--- src/rtl/dbgseq_pkg.sv ---
package dbgseq_pkg;

  typedef enum logic [2:0] {
    OP_CODE_RD  = 3'd0,
    OP_XDATA_RD = 3'd1,
    OP_XDATA_WR = 3'd2,
    OP_IRAM_RD  = 3'd3,
    OP_IRAM_WR  = 3'd4
  } op_e;

  typedef enum logic [1:0] {
    ST_IDLE  = 2'd0,
    ST_ISSUE = 2'd1,
    ST_WAIT  = 2'd2
  } st_e;

  typedef struct packed {
    logic [1:0] len;
    logic [7:0] b0;
    logic [7:0] b1;
    logic [7:0] b2;
    logic       last;
    logic       capture;
  } step_t;

  localparam logic [7:0] INS_MOV_DIR_IMM = 8'h75;
  localparam logic [7:0] INS_MOV_DPTR    = 8'h90;
  localparam logic [7:0] INS_CLR_A       = 8'hE4;
  localparam logic [7:0] INS_MOVC_A      = 8'h93;
  localparam logic [7:0] INS_MOV_A_IMM   = 8'h74;
  localparam logic [7:0] INS_MOVX_WR     = 8'hF0;
  localparam logic [7:0] INS_MOVX_RD     = 8'hE0;
  localparam logic [7:0] INS_MOV_A_DIR   = 8'hE5;
  localparam logic [7:0] SFR_BANK_SEL    = 8'hC7;

  function automatic logic op_known(input logic [2:0] op);
    return op <= 3'd4;
  endfunction

  function automatic step_t mk_step(input logic [1:0] len, input logic [7:0] b0,
                                    input logic [7:0] b1, input logic [7:0] b2,
                                    input logic last, input logic capture);
    step_t s;
    s.len = len; s.b0 = b0; s.b1 = b1; s.b2 = b2;
    s.last = last; s.capture = capture;
    return s;
  endfunction

endpackage

--- src/rtl/dbgseq_script.sv ---
module dbgseq_script
  import dbgseq_pkg::*;
#(
  parameter int ADDR_W = 17,
  parameter int STEP_W = 2
) (
  input  op_e               op_i,
  input  logic [STEP_W-1:0] step_i,
  input  logic [ADDR_W-1:0] addr_i,
  input  logic [7:0]        wdata_i,
  output step_t             step_o
);

  logic [1:0] bank;
  logic [7:0] bank_byte;
  logic [7:0] ahi;
  logic [7:0] ahi7;
  logic [7:0] alo;

  assign bank      = addr_i[16:15];
  assign bank_byte = {2'b00, bank, 4'b0001};
  assign ahi       = addr_i[15:8];
  assign ahi7      = {1'b0, addr_i[14:8]};
  assign alo       = addr_i[7:0];

  always_comb begin
    step_o = mk_step(2'd0, 8'h00, 8'h00, 8'h00, 1'b1, 1'b0);
    case (op_i)
      OP_CODE_RD: begin
        case (step_i)
          2'd0:    step_o = mk_step(2'd3, INS_MOV_DIR_IMM, SFR_BANK_SEL, bank_byte, 1'b0, 1'b0);
          2'd1:    step_o = mk_step(2'd3, INS_MOV_DPTR, ahi7, alo, 1'b0, 1'b0);
          2'd2:    step_o = mk_step(2'd2, INS_CLR_A, 8'h00, 8'h00, 1'b0, 1'b0);
          default: step_o = mk_step(2'd3, INS_MOVC_A, 8'h00, 8'h00, 1'b1, 1'b1);
        endcase
      end
      OP_XDATA_RD: begin
        if (step_i == '0) step_o = mk_step(2'd3, INS_MOV_DPTR, ahi, alo, 1'b0, 1'b0);
        else              step_o = mk_step(2'd3, INS_MOVX_RD, 8'h00, 8'h00, 1'b1, 1'b1);
      end
      OP_XDATA_WR: begin
        case (step_i)
          2'd0:    step_o = mk_step(2'd3, INS_MOV_DPTR, ahi, alo, 1'b0, 1'b0);
          2'd1:    step_o = mk_step(2'd2, INS_MOV_A_IMM, wdata_i, 8'h00, 1'b0, 1'b0);
          default: step_o = mk_step(2'd1, INS_MOVX_WR, 8'h00, 8'h00, 1'b1, 1'b0);
        endcase
      end
      OP_IRAM_RD: begin
        if (step_i == '0) step_o = mk_step(2'd2, INS_CLR_A, 8'h00, 8'h00, 1'b0, 1'b0);
        else              step_o = mk_step(2'd3, INS_MOV_A_DIR, alo, 8'h00, 1'b1, 1'b1);
      end
      OP_IRAM_WR: begin
        if (step_i == '0) step_o = mk_step(2'd2, INS_CLR_A, 8'h00, 8'h00, 1'b0, 1'b0);
        else              step_o = mk_step(2'd3, INS_MOV_DIR_IMM, alo, wdata_i, 1'b1, 1'b0);
      end
      default: ;
    endcase
  end

endmodule

--- src/rtl/dbgseq_ctrl.sv ---
module dbgseq_ctrl
  import dbgseq_pkg::*;
#(
  parameter int ADDR_W = 17,
  parameter int STEP_W = 2
) (
  input  logic              clk_i,
  input  logic              rst_ni,
  input  logic              req_valid_i,
  input  logic [2:0]        req_op_i,
  input  logic [ADDR_W-1:0] req_addr_i,
  input  logic [7:0]        req_wdata_i,
  input  step_t             cur_step_i,
  input  logic              lnk_done_i,
  input  logic [7:0]        lnk_rdata_i,
  output op_e               op_o,
  output logic [STEP_W-1:0] step_o,
  output logic [ADDR_W-1:0] addr_o,
  output logic [7:0]        wdata_o,
  output logic              lnk_start_o,
  output logic              busy_o,
  output logic              done_o,
  output logic [7:0]        rdata_o
);

  st_e               st_q;
  op_e               op_q;
  logic [STEP_W-1:0] step_q;
  logic [ADDR_W-1:0] addr_q;
  logic [7:0]        wdata_q;
  logic              done_q;
  logic [7:0]        rdata_q;
  logic              accept;

  assign accept = (st_q == ST_IDLE) && req_valid_i && op_known(req_op_i);

  always_ff @(posedge clk_i or negedge rst_ni) begin
    if (!rst_ni) begin
      st_q    <= ST_IDLE;
      op_q    <= OP_CODE_RD;
      step_q  <= '0;
      addr_q  <= '0;
      wdata_q <= '0;
      done_q  <= 1'b0;
      rdata_q <= '0;
    end else begin
      done_q <= 1'b0;
      case (st_q)
        ST_IDLE: begin
          if (accept) begin
            op_q    <= op_e'(req_op_i);
            addr_q  <= req_addr_i;
            wdata_q <= req_wdata_i;
            step_q  <= '0;
            st_q    <= ST_ISSUE;
          end
        end
        ST_ISSUE: st_q <= ST_WAIT;
        ST_WAIT: begin
          if (lnk_done_i) begin
            if (cur_step_i.last) begin
              st_q   <= ST_IDLE;
              done_q <= 1'b1;
              if (cur_step_i.capture) rdata_q <= lnk_rdata_i;
            end else begin
              step_q <= step_q + 1'b1;
              st_q   <= ST_ISSUE;
            end
          end
        end
        default: st_q <= ST_IDLE;
      endcase
    end
  end

  assign op_o        = op_q;
  assign step_o      = step_q;
  assign addr_o      = addr_q;
  assign wdata_o     = wdata_q;
  assign lnk_start_o = (st_q == ST_ISSUE);
  assign busy_o      = (st_q != ST_IDLE);
  assign done_o      = done_q;
  assign rdata_o     = rdata_q;

  AST_START_PULSE: assert property (@(posedge clk_i) disable iff (!rst_ni)
    lnk_start_o |=> !lnk_start_o);
  AST_START_LEN: assert property (@(posedge clk_i) disable iff (!rst_ni)
    lnk_start_o |-> (cur_step_i.len != 2'd0));
  AST_PAYLOAD_HELD: assert property (@(posedge clk_i) disable iff (!rst_ni)
    (st_q == ST_WAIT) |-> $stable(cur_step_i));
  AST_WAIT_FOR_DONE: assert property (@(posedge clk_i) disable iff (!rst_ni)
    (st_q == ST_WAIT && !lnk_done_i) |=> !lnk_start_o);
  AST_DONE_PULSE: assert property (@(posedge clk_i) disable iff (!rst_ni)
    done_o |=> !done_o);
  AST_DONE_IDLE: assert property (@(posedge clk_i) disable iff (!rst_ni)
    done_o |-> !busy_o);
  AST_BUSY_ENDS: assert property (@(posedge clk_i) disable iff (!rst_ni)
    $fell(busy_o) |-> done_o);
  AST_BAD_OP: assert property (@(posedge clk_i) disable iff (!rst_ni)
    (!busy_o && req_valid_i && req_op_i > 3'd4) |=> !busy_o);
  AST_BUSY_IGNORE: assert property (@(posedge clk_i) disable iff (!rst_ni)
    (busy_o && req_valid_i) |=> $stable(addr_o));

endmodule

--- src/rtl/dbgseq_wordsize.sv ---
module dbgseq_wordsize #(
  parameter int WS_W = 3
) (
  input  logic            clk_i,
  input  logic            rst_ni,
  input  logic            id_valid_i,
  input  logic [7:0]      id_byte_i,
  output logic [WS_W-1:0] word_size_o
);

  logic [WS_W-1:0] ws_q;
  logic            is_two;
  logic            is_four;

  always_comb begin
    is_two  = 1'b0;
    is_four = 1'b0;
    case (id_byte_i)
      8'h01, 8'h11, 8'h81, 8'h91: is_two  = 1'b1;
      8'h85, 8'h89:               is_four = 1'b1;
      default: ;
    endcase
  end

  always_ff @(posedge clk_i or negedge rst_ni) begin
    if (!rst_ni)                   ws_q <= '0;
    else if (id_valid_i && is_two)  ws_q <= WS_W'(2);
    else if (id_valid_i && is_four) ws_q <= WS_W'(4);
  end

  assign word_size_o = ws_q;

  AST_WS_LEGAL: assert property (@(posedge clk_i) disable iff (!rst_ni)
    (word_size_o == '0) || (word_size_o == WS_W'(2)) || (word_size_o == WS_W'(4)));
  AST_WS_HOLD: assert property (@(posedge clk_i) disable iff (!rst_ni)
    !id_valid_i |=> $stable(word_size_o));

endmodule

--- src/rtl/dbgseq_top.sv ---
module dbgseq_top
  import dbgseq_pkg::*;
#(
  parameter int ADDR_W = 17,
  parameter int WS_W   = 3
) (
  input  logic              clk_i,
  input  logic              rst_ni,
  input  logic              req_valid_i,
  input  logic [2:0]        req_op_i,
  input  logic [ADDR_W-1:0] req_addr_i,
  input  logic [7:0]        req_wdata_i,
  output logic              busy_o,
  output logic              done_o,
  output logic [7:0]        rdata_o,
  output logic              lnk_start_o,
  output logic [1:0]        lnk_len_o,
  output logic [7:0]        lnk_b0_o,
  output logic [7:0]        lnk_b1_o,
  output logic [7:0]        lnk_b2_o,
  input  logic              lnk_done_i,
  input  logic [7:0]        lnk_rdata_i,
  input  logic              id_valid_i,
  input  logic [7:0]        id_byte_i,
  output logic [WS_W-1:0]   word_size_o
);

  localparam int MAX_STEPS = 4;
  localparam int STEP_W    = $clog2(MAX_STEPS);

  op_e               op;
  logic [STEP_W-1:0] step;
  logic [ADDR_W-1:0] addr;
  logic [7:0]        wdata;
  step_t             cur_step;

  dbgseq_ctrl #(.ADDR_W(ADDR_W), .STEP_W(STEP_W)) u_ctrl (
    .clk_i       (clk_i),
    .rst_ni      (rst_ni),
    .req_valid_i (req_valid_i),
    .req_op_i    (req_op_i),
    .req_addr_i  (req_addr_i),
    .req_wdata_i (req_wdata_i),
    .cur_step_i  (cur_step),
    .lnk_done_i  (lnk_done_i),
    .lnk_rdata_i (lnk_rdata_i),
    .op_o        (op),
    .step_o      (step),
    .addr_o      (addr),
    .wdata_o     (wdata),
    .lnk_start_o (lnk_start_o),
    .busy_o      (busy_o),
    .done_o      (done_o),
    .rdata_o     (rdata_o)
  );

  dbgseq_script #(.ADDR_W(ADDR_W), .STEP_W(STEP_W)) u_script (
    .op_i    (op),
    .step_i  (step),
    .addr_i  (addr),
    .wdata_i (wdata),
    .step_o  (cur_step)
  );

  dbgseq_wordsize #(.WS_W(WS_W)) u_ws (
    .clk_i       (clk_i),
    .rst_ni      (rst_ni),
    .id_valid_i  (id_valid_i),
    .id_byte_i   (id_byte_i),
    .word_size_o (word_size_o)
  );

  assign lnk_len_o = cur_step.len;
  assign lnk_b0_o  = cur_step.b0;
  assign lnk_b1_o  = cur_step.b1;
  assign lnk_b2_o  = cur_step.b2;

endmodule

--- config.mk ---
export PLATFORM = sky130hd
export DESIGN_NAME = dbgseq_top
export DESIGN_NICKNAME = d
export VERILOG_FILES = /design/src/rtl/dbgseq_pkg.sv /design/src/rtl/dbgseq_script.sv /design/src/rtl/dbgseq_ctrl.sv /design/src/rtl/dbgseq_wordsize.sv /design/src/rtl/dbgseq_top.sv
export SDC_FILE = /design/constraint.sdc
export NUM_CORES = 1
export LEC_CHECK = 0
export BUFFER_PORTS_ARGS = -buffer_cell sky130_fd_sc_hd__buf_2
export CORE_AREA = 2 2 77 79
export CTS_CLUSTER_SIZE = 28
export DETAILED_ROUTE_END_ITERATION = 7
export DIE_AREA = 0 0 79 81
export PLACE_DENSITY_LB_ADDON = 0.1
export SKIP_CTS_REPAIR_TIMING = 1
export SLEW_MARGIN = 20
export SYNTH_ARGS = -nofsm -noshare
export SYNTH_HDL_FRONTEND = slang
export SYNTH_SLANG_ARGS = --single-unit
--- constraint.sdc ---
create_clock -name clk_i -period 4.8 [get_ports clk_i]
set_input_delay 0.72 -clock clk_i [delete_from_list [all_inputs] [get_ports clk_i]]
set_output_delay 0.72 -clock clk_i [all_outputs]
set_load 0.01 [all_outputs]
Word-level counts from Yosys, hierarchy flattened
Cells that the tools add are included.
{ "word_totals": {"mem_bits_rw": 0, "romBits": 0, "ff_bits": 44, "n_memories": 0, "latch_bits": 0, "input_bits": 49, "word_cells": 64, "output_inout_bits": 40} }
{ "classes": {"n_mux": 21, "shifts": 0, "n_eq_ne": 17, "n_mul": 0, "order_cmp": 1, "n_div": 0, "reduce_logical": 16, "n_addsub": 1, "bitwise_logic": 0} }
{ "op_table": {"columns": ["operator", "n"], "rows": [
  ["$pmux W28 S5", 1],
  ["$pmux W27 S3", 1],
  ["$pmux W28 S2", 1],
  ["$mux W27", 2],
  ["$eq A8 B8 Y1 const B", 4],
  ["$mux W25", 1],
  ["$mux W2", 5],
  ["$eq A8 B1 Y1 const B", 1],
  ["$eq A8 B5 Y1 const B", 1],
  ["$reduce_and A4 Y1", 2],
  ["$eq A3 B2 Y1 const B", 2],
  ["$mux W1", 6],
  ["$mux W3", 2],
  ["$pmux W2 S3", 1],
  ["$reduce_bool A2 Y1", 3],
  ["$eq A2 B1 Y1 const B", 2],
  ["$eq A2 B2 Y1 const B", 2],
  ["$logic_and A1 B1 Y1", 4],
  ["$logic_not A2 Y1", 2],
  ["$ne A2 B2 Y1 const B", 2],
  ["$pmux W2 S2", 1],
  ["$reduce_and A2 Y1", 2],
  ["$reduce_or A4 Y1", 1],
  ["$eq A3 B1 Y1 const B", 1],
  ["6 further kinds", 6]
]} }

Logic depth before layout (Yosys ltp)
{ "logic_depth": {"depth_word": 6, "ltp_mapped": 7, "mapped_depth_nobuf": 6} }

By module
Synthesis repeated with hierarchy kept, for this count alone.
{ "hier_totals": {"cells_unflattened": 231, "area_unflattened_um2": 2661.3} }
{ "modules_own_cells": {"columns": ["module", "cells_each", "seq_area_each_um2", "area_per_inst_um2", "instances"], "rows": [
  ["dbgseq_ctrl", 100, 1026.0, 1687.9, 1],
  ["dbgseq_script", 120, 0.0, 860.8, 1],
  ["dbgseq_wordsize", 11, 50.0, 112.6, 1]
]} }

Least setup slack after synthesis
OpenSTA, ideal clock, no wires.
{ "synth_timing": {"path_type": "reg-to-output", "startpoint": "reg u_ctrl.step_q[0] (netlist: u_ctrl.step_o[0])", "endpoint": "out lnk_b2_o[5]", "arrival_ps": 1620, "stages_incl_launch_ff": 7, "setup_slack_ps": 2460, "path_buffers": 0, "required_ps": 4080, "path_cell_list": "dfrtp_1 > inv_1 > ha_1 > nor2b_1 > nor3b_2 > a22oi_1 > o21ai_1"} }
{ "synth_via": {"elab_chain_len": 3, "elab_cells_between_ends": 8, "classes_between": "eq/ne: 2; mux: 5; reduce/logical: 1"} }
{ "synth_lines": {"columns": ["element", "line", "text"], "rows": [
  ["start: declaration", "dbgseq_ctrl.sv:28", "logic [STEP_W-1:0] step_q;"],
  ["start signal: assignment", "dbgseq_ctrl.sv:66", "step_q <= step_q + 1'b1;"],
  ["$eq A2 B2 Y1, or another cell as far along", "dbgseq_script.sv:30", "case (step_i)"],
  ["$pmux W27 S3, or another cell as far along", "dbgseq_script.sv:30", null],
  ["$pmux W28 S5 (*)", "dbgseq_script.sv:28", "case (op_i)"],
  ["end: declaration", "dbgseq_top.sv:20", "output logic [7:0] lnk_b2_o,"]
]} }
Every way passes the cells marked *; elsewhere a longest branch is shown, timed or not.

Worst setup path after layout
Same ends and word-level chain as after synthesis.

==> summary.txt <==
================================================================================
Outcome                                                             complete, no violations
Avg Synthesized Cell Area                                             11.23 um^2
Initial antenna violation count                                                0
Area used by multi-input combinational logic                           1242 um^2
Netlist cell types                                                            52
Overall global routing resource usage                                     18.08%
Clock latency on the worst-skew pair                                     0.29 ns
Number of diodes added for antenna fixing                                      0
Cells after DPL                                                              366
Pwr Total                                                               1.882 mW
Total clock buffers created by CTS                                             5
Clock tree root buffer cell                                         sky130_fd_sc_hd__clkbuf_8
Initial Utilization                                                       42.95%
Site Rows                                                                     28
Part of the total power dissipated in combinational logic                  49.9%
Minimum setup slack among reg-to-reg paths                               2.71 ns
Prevailing post-synth register cell                                 sky130_fd_sc_hd__dfrtp_1
Width of the chip                                                          79 um
Number of port buffers                                                        86
Min Tclk post-route                                                     3.068 ns
Number of fillers in the final layout                                        534
Count of flip-flops with a built-in enable after synthesis                     0
Number of warnings issued by yosys                                             0
Minimum hold slack                                                     0.5006 ns
Post-DR vias/cell                                                          5.243
Floorplan die height                                                       81 um
Peak supply drop                                                       0.2543 mV
Critical Path Sink Type                                             primary output
Pin count of the biggest net entering global routing                          44
Area of the placeable core                                             5675 um^2
Critical path buffer and inverter count                                        2
WP data required                                                         4.08 ns
CP max FO                                                                      9
Type of the worst min-delay path                                      reg -> reg
Max Cap Violations                                                             0
Clk sink count                                                                43
Total wire length                                                        5584 um
Placer congestion estimate                                                0.8505
Number of global-route vias before repair                                   1902
Remaining max-slew budget at the tightest pin                             37.98%
Leak Pwr                                                                1.501 nW
Total via count in the routed design                                        1961
Cell area power density                                             629.2 nW/um^2
Post-Route Setup TNS                                                        0 ns
Max Transition Viols Final                                                     0
Critical-path cell with the highest stage delay                     sky130_fd_sc_hd__nor3b_2
Area growth from synthesis to layout                                      22.74%
Number of instances in the synthesized netlist                               217
Share of layout cells above drive strength 1                              38.13%
Cell area after synthesis                                              2437 um^2
Final setup margin                                                      1.732 ns
Clock Skews                                                          0.006218 ns
Endpoint arrival time on the critical path                               2.35 ns
Number of flip-flops and latches in the synthesized netlist                   43
Part of the Yosys area used for sequential elements                       44.15%
Worst Setup Start Kind                                                 flip-flop
Final hold viol count                                                          0
Count of nets left with antenna violations after detail routing                0
Setup slack at placement                                                2.071 ns
Switching power summed over all nets                                    786.1 uW
First-pass GRT wire length                                               9039 um
Number of buffers between clock root and the deepest sink                      2
HPWL after DPL                                                           4212 um
Ports                                                                         89
Clock tree from TritonCTS                                                    yes
Core occupancy in the finished layout                                     52.71%
Non-filler instance count after layout                                       374
Maximum cell stage delay along the critical path                         0.44 ns
Kind of critical path                                                 reg -> out
Setup repair after global routing missed its margin                           no
Iteration-0 DRC Markers                                                       90
Wire per inst                                                           14.93 um
Actual transition at the worst max-transition pin                      0.9303 ns
Total number of nets in the final design                                     354
Post-route design area                                                 2992 um^2
Number of detailed-routing iterations run before antenna repair                4
Cell Area, Placed                                                      2888 um^2
FF/Latch Area                                                          1076 um^2
Cells along the critical path                                       inv_1 > ha_1 > nor2b_1 > nor3b_2 > a22oi_1 > o21ai_1 > buf_2
Async set-reset flop share out of synthesis                               100.0%
Internal power summed over all cells                                    1.096 mW
Post-route fraction of the period consumed by the critical path           63.92%
Count of endpoints failing setup in the final report                           0
Die area                                                               6399 um^2
Power share of the sequential group                                        36.7%
Number of remaining DRC errors                                                 0
Total congestion overflow                                                      0
Cell type group with the largest total delay on the critical path   simple AND/OR/NAND/NOR gates
Max H-tree Level                                                               2
Switching part of the total                                               41.76%
Clock transition at the registers of the reported paths                  0.08 ns
Fraction of power consumed by the clock network                            13.4%
Maximum clock rate                                                    0.3259 GHz
================================================================================
## worst paths after layout
kind	start	endpoint	cells past startpoint
setup / recovery	u_ctrl.step_o[0]	lnk_b2_o[5]	7
hold / removal	u_ctrl.addr_o[13]	u_ctrl.addr_o[13]	1
setup reg to reg	u_ctrl.step_o[0]	u_ctrl.step_o[0]	6
hold reg to reg	u_ctrl.addr_o[13]	u_ctrl.addr_o[13]	1
max in group asynchronous	rst_ni	u_ctrl.addr_o[12]	1
min in group asynchronous	rst_ni	u_ctrl.rdata_o[5]	1
## cells by family (layout without fill, tap and decap cells)
| kind of cell | after synthesis | after routing | synth area share [%] |
|---|---|---|---|
| mux | 35 | 35 | 17.40 |
| simple gates | 44 | 44 | 11.04 |
| flops | 43 | 43 | 44.15 |
| compound gates | 62 | 62 | 18.63 |
| fa+ha+maj | 7 | 7 | 3.593 |
| other cells | 1 | 2 | 0.1539 |
| buf+inv | 25 | 106 | 5.030 |
## power by group through the flow
stage          combinational, mW  clock (mW)  sequential (mW)
6_report                   0.939       0.252            0.691
5_1_grt                     1.04       0.275            0.723
4_1_cts                    0.943       0.262            0.694
3_5_place_dp               0.939           0            0.700
3_3_place_gp               0.933           0            0.700
2_1_floorplan              0.681           0            0.635
## flip-flops by register name (all words and copies together), names as in the netlist
register	count
u_ctrl.wdata_o	8
u_ctrl.op_o	3
u_ctrl.done_o	1
u_ctrl.st_q	2
u_ws.word_size_o	2
u_ctrl.rdata_o	8
u_ctrl.addr_o	17
u_ctrl.step_o	2
## cells in the mapped netlist (all sizes together), types with 2 or more instances
cell type / count / area share, %
o22ai: 2 / 0.51
nand3b: 2 / 0.77
inv: 12 / 1.8
nor2b: 3 / 0.77
a221oi: 4 / 1.4
o21ai: 17 / 3.5
mux2: 35 / 17
dfrtp: 43 / 44
a21boi: 3 / 0.92
a22oi: 11 / 3.4
o22a: 3 / 1.1
a22o: 6 / 2.2
nor2: 12 / 2.0
or3: 2 / 0.51
a31oi: 2 / 0.51
buf: 10 / 2.7
a21oi: 4 / 1.3
or2: 2 / 0.51
clkbuf: 3 / 0.46
nand2: 5 / 0.87
nor3b: 3 / 1.3
a21o: 2 / 0.62
ha: 7 / 3.6
nand2b: 4 / 1.0
and3: 3 / 0.77
o2bb2ai: 3 / 1.1
## cell type report
class	instances	share of cell area [%]
timing repair buffer	86	14.39
sequential	43	35.97
multi-input combinational	150	41.53
clock buffer	7	3.220
tap	75	3.137
clock inverter	1	0.2509
inverter	12	1.506
## layer usage
layer  global-route usage [%]  part of all wire [%]  wire length (um)  vias to the layer above
li1                         -                     -                 -                      956
met1                    24.16                    46              2547                      945
met2                    28.98                    47              2646                       56
met3                    4.667                   5.8               326                        4
met4                    5.690                   1.1                63                        0
met5                        0                     0                 0                        -
## layout by cell type, fill, tap and decap left out, types with 3 or more instances in the layout
cell	synthesis	routed
sky130_fd_sc_hd__a22oi_1	11	11
sky130_fd_sc_hd__o21ai_1	9	9
sky130_fd_sc_hd__a21oi_1	3	3
sky130_fd_sc_hd__a21boi_0	3	3
sky130_fd_sc_hd__o21ai_0	8	8
sky130_fd_sc_hd__nand2_1	4	4
sky130_fd_sc_hd__mux2_1	25	25
sky130_fd_sc_hd__nand2b_1	4	4
sky130_fd_sc_hd__nor2_1	11	11
sky130_fd_sc_hd__clkbuf_8	0	7
sky130_fd_sc_hd__buf_2	5	86
sky130_fd_sc_hd__nor2b_1	3	3
sky130_fd_sc_hd__mux2_4	8	8
sky130_fd_sc_hd__dfrtp_1	43	43
sky130_fd_sc_hd__and3_1	3	3
sky130_fd_sc_hd__o22a_1	3	3
sky130_fd_sc_hd__o2bb2ai_1	3	3
sky130_fd_sc_hd__a22o_1	6	6
sky130_fd_sc_hd__inv_1	11	11
sky130_fd_sc_hd__ha_1	7	7
sky130_fd_sc_hd__a221oi_1	4	4
Note: power is estimated with default switching activity, not from simulation.
